`src/rtl/altmode_pkg.sv`:
```
package altmode_pkg;

  localparam logic [7:0] ESC_BYTE   = 8'h0F;
  localparam logic [7:0] ENTRY_BYTE = 8'h3F;
  localparam logic [7:0] PFX16_BYTE = 8'h67;
  localparam logic [7:0] WRAP0_BYTE = 8'h8D;
  localparam logic [7:0] WRAP1_BYTE = 8'h84;
  localparam logic [7:0] WRAP2_BYTE = 8'h00;

  typedef enum logic [2:0] {
    ST_X86,
    ST_WAIT,
    ST_W8D,
    ST_W84,
    ST_W00,
    ST_DISP
  } dec_state_e;

  typedef struct packed {
    logic holdLoad;
    logic holdClr;
    logic emitHold;
    logic emitByte;
    logic dispShift;
    logic issueWord;
    logic isReturn;
    logic branch;
    logic fault;
  } dp_strobe_t;

endpackage

```
`src/rtl/alt_ctl.sv`:
```
module alt_ctl
  import altmode_pkg::*;
#(
  parameter int              CTL_W      = 8,
  parameter int              EN_BIT     = 0,
  parameter logic [CTL_W-1:0] CTL_RESET = '0,
  parameter int              PRIV_W     = 2,
  parameter int              WORD_BYTES = 4,
  parameter logic [7:0]      RET_OPC    = 8'hA5
) (
  input  logic              clk,
  input  logic              rstN,
  input  logic              byteValid,
  input  logic [7:0]        byteData,
  input  logic              byteStart,
  input  logic [PRIV_W-1:0] privLevel,
  input  logic              ctlWrEn,
  input  logic [CTL_W-1:0]  ctlWrData,
  input  logic [CTL_W-1:0]  ctlWrMask,
  input  logic              cs16,
  input  logic              holdValid,
  input  logic              holdEsc,
  output logic [CTL_W-1:0]  ctlValue,
  output logic              altMode,
  output dp_strobe_t        stb
);

  localparam int IDX_W = (WORD_BYTES > 1) ? $clog2(WORD_BYTES) : 1;
  localparam logic [IDX_W-1:0] LAST_IDX = IDX_W'(WORD_BYTES - 1);

  dec_state_e       state, stateNext;
  logic [IDX_W-1:0] dispIdx, dispIdxNext;
  logic [CTL_W-1:0] ctlReg;
  logic             ctlWrOk;
  logic             enabled;
  logic [7:0]       wrapExpect;

  // Control register: masked update, privileged level only
  assign ctlWrOk = ctlWrEn && (privLevel == '0);
  assign enabled = ctlReg[EN_BIT];

  always_ff @(posedge clk) begin
    if (!rstN) begin
      ctlReg <= CTL_RESET;
    end else if (ctlWrOk) begin
      ctlReg <= (ctlReg & ~ctlWrMask) | (ctlWrData & ctlWrMask);
    end
  end

  // Expected byte for the fixed wrapper states
  always_comb begin
    unique case (state)
      ST_W8D:  wrapExpect = WRAP0_BYTE;
      ST_W84:  wrapExpect = WRAP1_BYTE;
      default: wrapExpect = WRAP2_BYTE;
    endcase
  end

  always_comb begin
    stb         = '0;
    stateNext   = state;
    dispIdxNext = dispIdx;
    unique case (state)
      ST_X86: begin
        if (byteValid) begin
          if (holdValid && holdEsc && !byteStart && byteData == ENTRY_BYTE) begin
            stb.holdClr = 1'b1;
            if (enabled) begin
              stb.branch = 1'b1;
              stateNext  = ST_WAIT;
            end else begin
              stb.fault = 1'b1;
            end
          end else if (holdValid) begin
            stb.emitHold = 1'b1;
            stb.holdLoad = 1'b1;
          end else if (byteStart && byteData == ESC_BYTE) begin
            stb.holdLoad = 1'b1;
          end else begin
            stb.emitByte = 1'b1;
          end
        end else if (holdValid && !holdEsc) begin
          stb.emitHold = 1'b1;
          stb.holdClr  = 1'b1;
        end
      end
      ST_WAIT: begin
        if (byteValid) begin
          if (cs16 && byteData == PFX16_BYTE) begin
            stateNext = ST_W8D;
          end else if (!cs16 && byteData == WRAP0_BYTE) begin
            stateNext = ST_W84;
          end else begin
            stb.fault = 1'b1;
            stateNext = ST_X86;
          end
        end
      end
      ST_W8D, ST_W84, ST_W00: begin
        if (byteValid) begin
          if (byteData != wrapExpect) begin
            stb.fault = 1'b1;
            stateNext = ST_X86;
          end else if (state == ST_W8D) begin
            stateNext = ST_W84;
          end else if (state == ST_W84) begin
            stateNext = ST_W00;
          end else begin
            stateNext   = ST_DISP;
            dispIdxNext = '0;
          end
        end
      end
      ST_DISP: begin
        if (byteValid) begin
          if (dispIdx == LAST_IDX) begin
            stb.issueWord = 1'b1;
            stb.isReturn  = (byteData == RET_OPC);
            stateNext     = (byteData == RET_OPC) ? ST_X86 : ST_WAIT;
          end else begin
            stb.dispShift = 1'b1;
            dispIdxNext   = dispIdx + 1'b1;
          end
        end
      end
      default: stateNext = ST_X86;
    endcase
  end

  always_ff @(posedge clk) begin
    if (!rstN) begin
      state   <= ST_X86;
      dispIdx <= '0;
    end else begin
      state   <= stateNext;
      dispIdx <= dispIdxNext;
    end
  end

  assign ctlValue = ctlReg;
  assign altMode  = (state != ST_X86);

endmodule

```
`src/rtl/alt_dp.sv`:
```
module alt_dp
  import altmode_pkg::*;
#(
  parameter int WORD_W = 32
) (
  input  logic              clk,
  input  logic              rstN,
  input  logic [7:0]        byteData,
  input  logic              byteStart,
  input  logic [WORD_W-1:0] eaxIn,
  input  dp_strobe_t        stb,
  output logic              holdValid,
  output logic              holdEsc,
  output logic              branchValid,
  output logic [WORD_W-1:0] branchTarget,
  output logic              invalidOp,
  output logic              altWordValid,
  output logic [WORD_W-1:0] altWord,
  output logic              altReturn,
  output logic              passValid,
  output logic [7:0]        passData,
  output logic              passStart
);

  localparam int SH_W = WORD_W - 8;

  logic [7:0]      holdData;
  logic            holdStart;
  logic [SH_W-1:0] dispReg;
  logic [SH_W-1:0] dispNext;

  // Little-endian assembly: earlier bytes move toward bit 0
  generate
    if (SH_W > 8) begin : g_wide
      assign dispNext = {byteData, dispReg[SH_W-1:8]};
    end else begin : g_narrow
      assign dispNext = byteData;
    end
  endgenerate

  assign holdEsc = holdStart && (holdData == ESC_BYTE);

  // One-byte holding slot for a possible escape opcode
  always_ff @(posedge clk) begin
    if (!rstN) begin
      holdValid <= 1'b0;
      holdData  <= '0;
      holdStart <= 1'b0;
    end else if (stb.holdLoad) begin
      holdValid <= 1'b1;
      holdData  <= byteData;
      holdStart <= byteStart;
    end else if (stb.holdClr) begin
      holdValid <= 1'b0;
    end
  end

  always_ff @(posedge clk) begin
    if (!rstN) begin
      dispReg <= '0;
    end else if (stb.dispShift) begin
      dispReg <= dispNext;
    end
  end

  // Registered outputs
  always_ff @(posedge clk) begin
    if (!rstN) begin
      branchValid  <= 1'b0;
      branchTarget <= '0;
      invalidOp    <= 1'b0;
      altWordValid <= 1'b0;
      altWord      <= '0;
      altReturn    <= 1'b0;
      passValid    <= 1'b0;
      passData     <= '0;
      passStart    <= 1'b0;
    end else begin
      branchValid  <= stb.branch;
      invalidOp    <= stb.fault;
      altWordValid <= stb.issueWord;
      passValid    <= stb.emitHold || stb.emitByte;
      if (stb.branch) begin
        branchTarget <= eaxIn;
      end
      if (stb.issueWord) begin
        altWord   <= {byteData, dispReg};
        altReturn <= stb.isReturn;
      end
      if (stb.emitHold) begin
        passData  <= holdData;
        passStart <= holdStart;
      end else if (stb.emitByte) begin
        passData  <= byteData;
        passStart <= byteStart;
      end
    end
  end

endmodule

```
`src/rtl/alt_mode_front.sv`:
```
module alt_mode_front
  import altmode_pkg::*;
#(
  parameter int               CTL_W     = 8,
  parameter int               EN_BIT    = 0,
  parameter logic [CTL_W-1:0] CTL_RESET = '0,
  parameter int               PRIV_W    = 2,
  parameter int               WORD_W    = 32,
  parameter logic [7:0]       RET_OPC   = 8'hA5
) (
  input  logic              clk,
  input  logic              rstN,
  input  logic              byteValid,
  input  logic [7:0]        byteData,
  input  logic              byteStart,
  input  logic [PRIV_W-1:0] privLevel,
  input  logic              ctlWrEn,
  input  logic [CTL_W-1:0]  ctlWrData,
  input  logic [CTL_W-1:0]  ctlWrMask,
  input  logic              cs16,
  input  logic [WORD_W-1:0] eaxIn,
  output logic [CTL_W-1:0]  ctlValue,
  output logic              altMode,
  output logic              branchValid,
  output logic [WORD_W-1:0] branchTarget,
  output logic              invalidOp,
  output logic              altWordValid,
  output logic [WORD_W-1:0] altWord,
  output logic              altReturn,
  output logic              passValid,
  output logic [7:0]        passData,
  output logic              passStart
);

  localparam int WORD_BYTES = WORD_W / 8;

  dp_strobe_t stb;
  logic       holdValid;
  logic       holdEsc;

  alt_ctl #(
    .CTL_W     (CTL_W),
    .EN_BIT    (EN_BIT),
    .CTL_RESET (CTL_RESET),
    .PRIV_W    (PRIV_W),
    .WORD_BYTES(WORD_BYTES),
    .RET_OPC   (RET_OPC)
  ) i_ctl (
    .clk      (clk),
    .rstN     (rstN),
    .byteValid(byteValid),
    .byteData (byteData),
    .byteStart(byteStart),
    .privLevel(privLevel),
    .ctlWrEn  (ctlWrEn),
    .ctlWrData(ctlWrData),
    .ctlWrMask(ctlWrMask),
    .cs16     (cs16),
    .holdValid(holdValid),
    .holdEsc  (holdEsc),
    .ctlValue (ctlValue),
    .altMode  (altMode),
    .stb      (stb)
  );

  alt_dp #(
    .WORD_W(WORD_W)
  ) i_dp (
    .clk         (clk),
    .rstN        (rstN),
    .byteData    (byteData),
    .byteStart   (byteStart),
    .eaxIn       (eaxIn),
    .stb         (stb),
    .holdValid   (holdValid),
    .holdEsc     (holdEsc),
    .branchValid (branchValid),
    .branchTarget(branchTarget),
    .invalidOp   (invalidOp),
    .altWordValid(altWordValid),
    .altWord     (altWord),
    .altReturn   (altReturn),
    .passValid   (passValid),
    .passData    (passData),
    .passStart   (passStart)
  );

endmodule

```
`config.mk`:
```
export PLATFORM = sky130hd
export DESIGN_NAME = alt_mode_front
export DESIGN_NICKNAME = d
export VERILOG_FILES = /design/src/rtl/altmode_pkg.sv /design/src/rtl/alt_ctl.sv /design/src/rtl/alt_dp.sv /design/src/rtl/alt_mode_front.sv
export SDC_FILE = /design/constraint.sdc
export NUM_CORES = 1
export LEC_CHECK = 0
export ABC_AREA = 1
export CAP_MARGIN = 0
export CORE_MARGIN = 3
export CORE_UTILIZATION = 50
export CTS_CLUSTER_DIAMETER = 60
export CTS_CLUSTER_SIZE = 30
export DETAILED_ROUTE_END_ITERATION = 6
export DONT_BUFFER_PORTS = 1
export HOLD_SLACK_MARGIN = 0.05
export REMOVE_ABC_BUFFERS = 1
export SETUP_SLACK_MARGIN = 0.5
export SLEW_MARGIN = 0
export SYNTH_ARGS = -nofsm -noshare
export SYNTH_HDL_FRONTEND = slang
export SYNTH_HIERARCHICAL = 1
export SYNTH_SLANG_ARGS = --single-unit
```
`constraint.sdc`:
```
create_clock -name clk -period 2.2 [get_ports clk]
set_clock_uncertainty 0.05 [all_clocks]
set_input_delay 0.44 -clock clk [delete_from_list [all_inputs] [get_ports clk]]
set_output_delay 0.44 -clock clk [all_outputs]
set_load 0.02 [all_outputs]
```
==> impl_metrics.toml <==
[clock_network]
cts.root.buffer_cell = "clkbuf_8"
clk_pin_slew_ns = 0.06
worstSkewPairLatency_ns = 0.49
htreeDepth = 4
clock-sinks = 125
cts_tree = "done"
cts_buffer_depth = 2
cts_buffers = 17

[drt]
top_layer_used = "met4"
wl_um = 15300
wire_per_inst_um = 16.7
wl_met1_um = 6170
dr_wl_met2_um = 7820
wl_met3_um = 1220
drtIter0Drc = 287
ant_nets = 0
dr.pass1.iters = 4
vias_per_cell = 5.32
drc_errors = 0
num_vias = 4877

[global_routing]
grt_pass1_wl_um = 21400
grt_use_total_pct = 23.2
grt_pass1_vias = 4590
gr-total-overflow = 0
grt_max_degree = 116
antenna_found_initial = 0

[timing]
hold_viol = 0
period_minus_slack_ns = 2.05
setup_viol_count_final = 0
slew_violations = 0
period_share_pct = 93.1
fmax_mhz = 488
worst_slew_pin_slew_ns = 0.528
holdWs_ns = 0.00596
slew_headroom_pct = 64.7
grt_setup_unrepaired = "yes"

[setup_path]
cp-end-kind = "flop"
cp_max_fo = 4
startpoint = "i_dp/holdData[2]"
r2r-end = "i_dp/branchTarget[11]"
rrSetupSlack_ns = 0.15
arrival_ns = 2.42
crit_type = "reg -> reg"
start_kind = "flop"
ff2ff_path_depth = 12
crit_required_ns = 2.57
rr_startpoint = "i_dp/holdData[2]"

[synthesis]
netlist.area_leader.share_pct = 49.9
synth_edf_count = 0
synthesis.area_um2 = 5020
synthCells = 698
ys_warn_count = 6
synth.area.top_cells = "dfxtp_1 50%, nor2_1 14%, o21ai_0 10%, nand2_1 7.1%, a21oi_1 4.9%"
yosys.area.top_type = "dfxtp_1"
ys_async_sr_fraction_pct = 0
synth_commonest_cells = "183 x nor2_1, 125 x dfxtp_1, 103 x o21ai_0, 95 x nand2_1, 58 x inv_1"
synth.most_common_cell = "nor2_1"
synth-seq-cells = 125
syn_area_per_cell_um2 = 7.19
post_synth_num_cell_types = 28
synth_top_flop_cell = "dfxtp_1"
seq_area_frac_synth_pct = 49.9

[power_and_ir_drop]
power_density_nw_per_um2 = 799
p_switching_w = 0.00120
power.leakage_nw = 3.10
power_w = 0.00556
p_clk_share_pct = 54.9
power_frac_comb_pct = 3.6
ir_drop_v = 0.000502
p_seq_share_pct = 41.5
p_int_w = 0.00436
switching_share_pct = 21.6

[run_status]
status = "complete, no violations"

[placement]
hpwl_um = 8020
dpl-instance-area_um2 = 5070
port_buffers = 0
dp.cells = 801
place.gp.congestion = 0.897

[min_path]
hp-class = "in -> reg"
hold_depth = 2
holdCritStartpoint = "rstN"
hold_path_end = "i_dp/invalidOp"

[final_layout]
fin_cells = 916
multi_input_area_um2 = 2310
fin_util_pct = 73.2
regArea_um2 = 2510
nets = 840
fillers = 724
drive_above_1_share_pct = 18.4
antenna_cells = 0
area_growth_syn_to_layout_pct = 38.8
design_area_um2 = 6960

[job]
cap_violations = 0

[floorplan]
initial_core_util_pct = 52.8
core_um2 = 9500
dieHeight_um = 106
io_pins = 151
fp.dieArea_um2 = 11300
rows = 35
die_width_um = 106
==> cell type report <==
type / count / area share, %
clock buffers: 17 / 5.95
clock inverters: 14 / 3.34
inverters: 63 / 3.65
multi-input cells: 479 / 33.2
flip-flops and latches: 125 / 36.1
well taps: 129 / 2.32
repair buffers: 88 / 15.3
repair inverters: 1 / 0.108
==> placed cells by master, fill, tap and decap left out, types with 2 or more instances in the layout <==
| master | count |
|---|---|
| nand3_2 | 2 |
| buf_12 | 6 |
| inv_2 | 4 |
| nor2_2 | 15 |
| o21ai_0 | 80 |
| nand3_1 | 16 |
| dfxtp_2 | 6 |
| dlygate4sd3_1 | 47 |
| buf_6 | 14 |
| bufinv_16 | 5 |
| inv_4 | 2 |
| buf_4 | 12 |
| nor3_1 | 3 |
| clkinvlp_4 | 4 |
| clkinv_4 | 2 |
| a21oi_2 | 5 |
| nand2_2 | 9 |
| nor2_4 | 8 |
| nor2_1 | 165 |
| nand4_1 | 3 |
| inv_8 | 2 |
| o21ai_1 | 13 |
| inv_6 | 5 |
| clkbuf_16 | 25 |
| nand2_4 | 3 |
| nand3b_1 | 4 |
| dfxtp_1 | 118 |
| a21oi_1 | 45 |
| o21ai_2 | 10 |
| inv_1 | 53 |
| nand2_1 | 89 |
==> worst max path at each step <==
stage | endpoint | cells past startpoint
after floorplan | i_dp/branchTarget[0] | 8
final | i_dp/branchTarget[11] | 12
after CTS | altMode | 5
after detailed placement | i_dp/holdData[3] | 10
after global routing | i_dp/passData[4] | 13
after global placement | i_dp/holdData[5] | 11
==> per-layer routing <==
| layer | global-route usage [%] | vias up |
|---|---|---|
| met5 | 0 | - |
| met4 | 6.75 | 0 |
| met3 | 8.32 | 14 |
| met2 | 39.9 | 198 |
| met1 | 27.1 | 2280 |
| li1 | - | 2385 |
==> worst max-delay path, stage by stage, from the launching register on <==
cell,delay [ns]
dfxtp_2,0.35
nand2_1,0.07
inv_1,0.06
nand3b_1,0.09
nor2_2,0.12
nand3b_1,0.13
nor2_2,0.13
nand3_2,0.15
nor3_4,0.27
buf_6,0.19
clkbuf_16,0.14
o21ai_0,0.11
nor2_1,0.12
==> power groups by stage <==
stage / registers, W / logic, W / clock network (W)
after global routing: 0.00231 / 0.000220 / 0.00321
after CTS: 0.00231 / 0.000175 / 0.00310
after floorplan: 0.00236 / 0.0000835 / 0
after detailed placement: 0.00236 / 0.000110 / 0
after global placement: 0.00236 / 0.000110 / 0
final: 0.00231 / 0.000199 / 0.00305
==> through the flow <==
stage	setup WS, ns	setup TNS (ns)
after global routing	-0.000286	-0.000286
after CTS	0.277	0
after floorplan	-1.32	-57.06
after global placement	0.148	0
final	0.151	0
after detailed placement	0.0217	0
==> what timing repair did <==
item,CTS,global route
resized for setup,28,89
buffers inserted,4,17
cloned,2,14
endpoints found under the setup margin,87,111
hold buffers,41,6
pin swaps,7,49
hold endpoints to repair,116,22
==> logic make-up (layout without fill, tap and decap cells) <==
group | Yosys count | count (layout) | share of synthesized area, %
flip-flops | 125 | 125 | 49.9
AO/OA/AOI/OAI | 158 | 158 | 16.2
AND/OR/NAND/NOR | 318 | 320 | 25.6
buffers and inverters | 96 | 183 | 8.06
adder cells (fa/ha/maj) | 1 | 1 | 0.249
==> registers in the layout (all words and copies together), names as in the netlist, named ones only <==
| register | count |
|---|---|
| i_dp/branchTarget | 32 |
| i_dp/invalidOp | 1 |
| i_dp/altWord | 32 |
| i_dp/holdData | 8 |
| i_dp/holdStart | 1 |
| i_dp/passValid | 1 |
| i_ctl/state | 3 |
| i_dp/passStart | 1 |
| i_dp/passData | 8 |
| i_dp/altWordValid | 1 |
| i_dp/dispReg | 24 |
| i_ctl/dispIdx | 2 |
| i_dp/holdValid | 1 |
| i_dp/branchValid | 1 |
| i_dp/altReturn | 1 |
No activity file was read; power rests on OpenSTA's default activity.
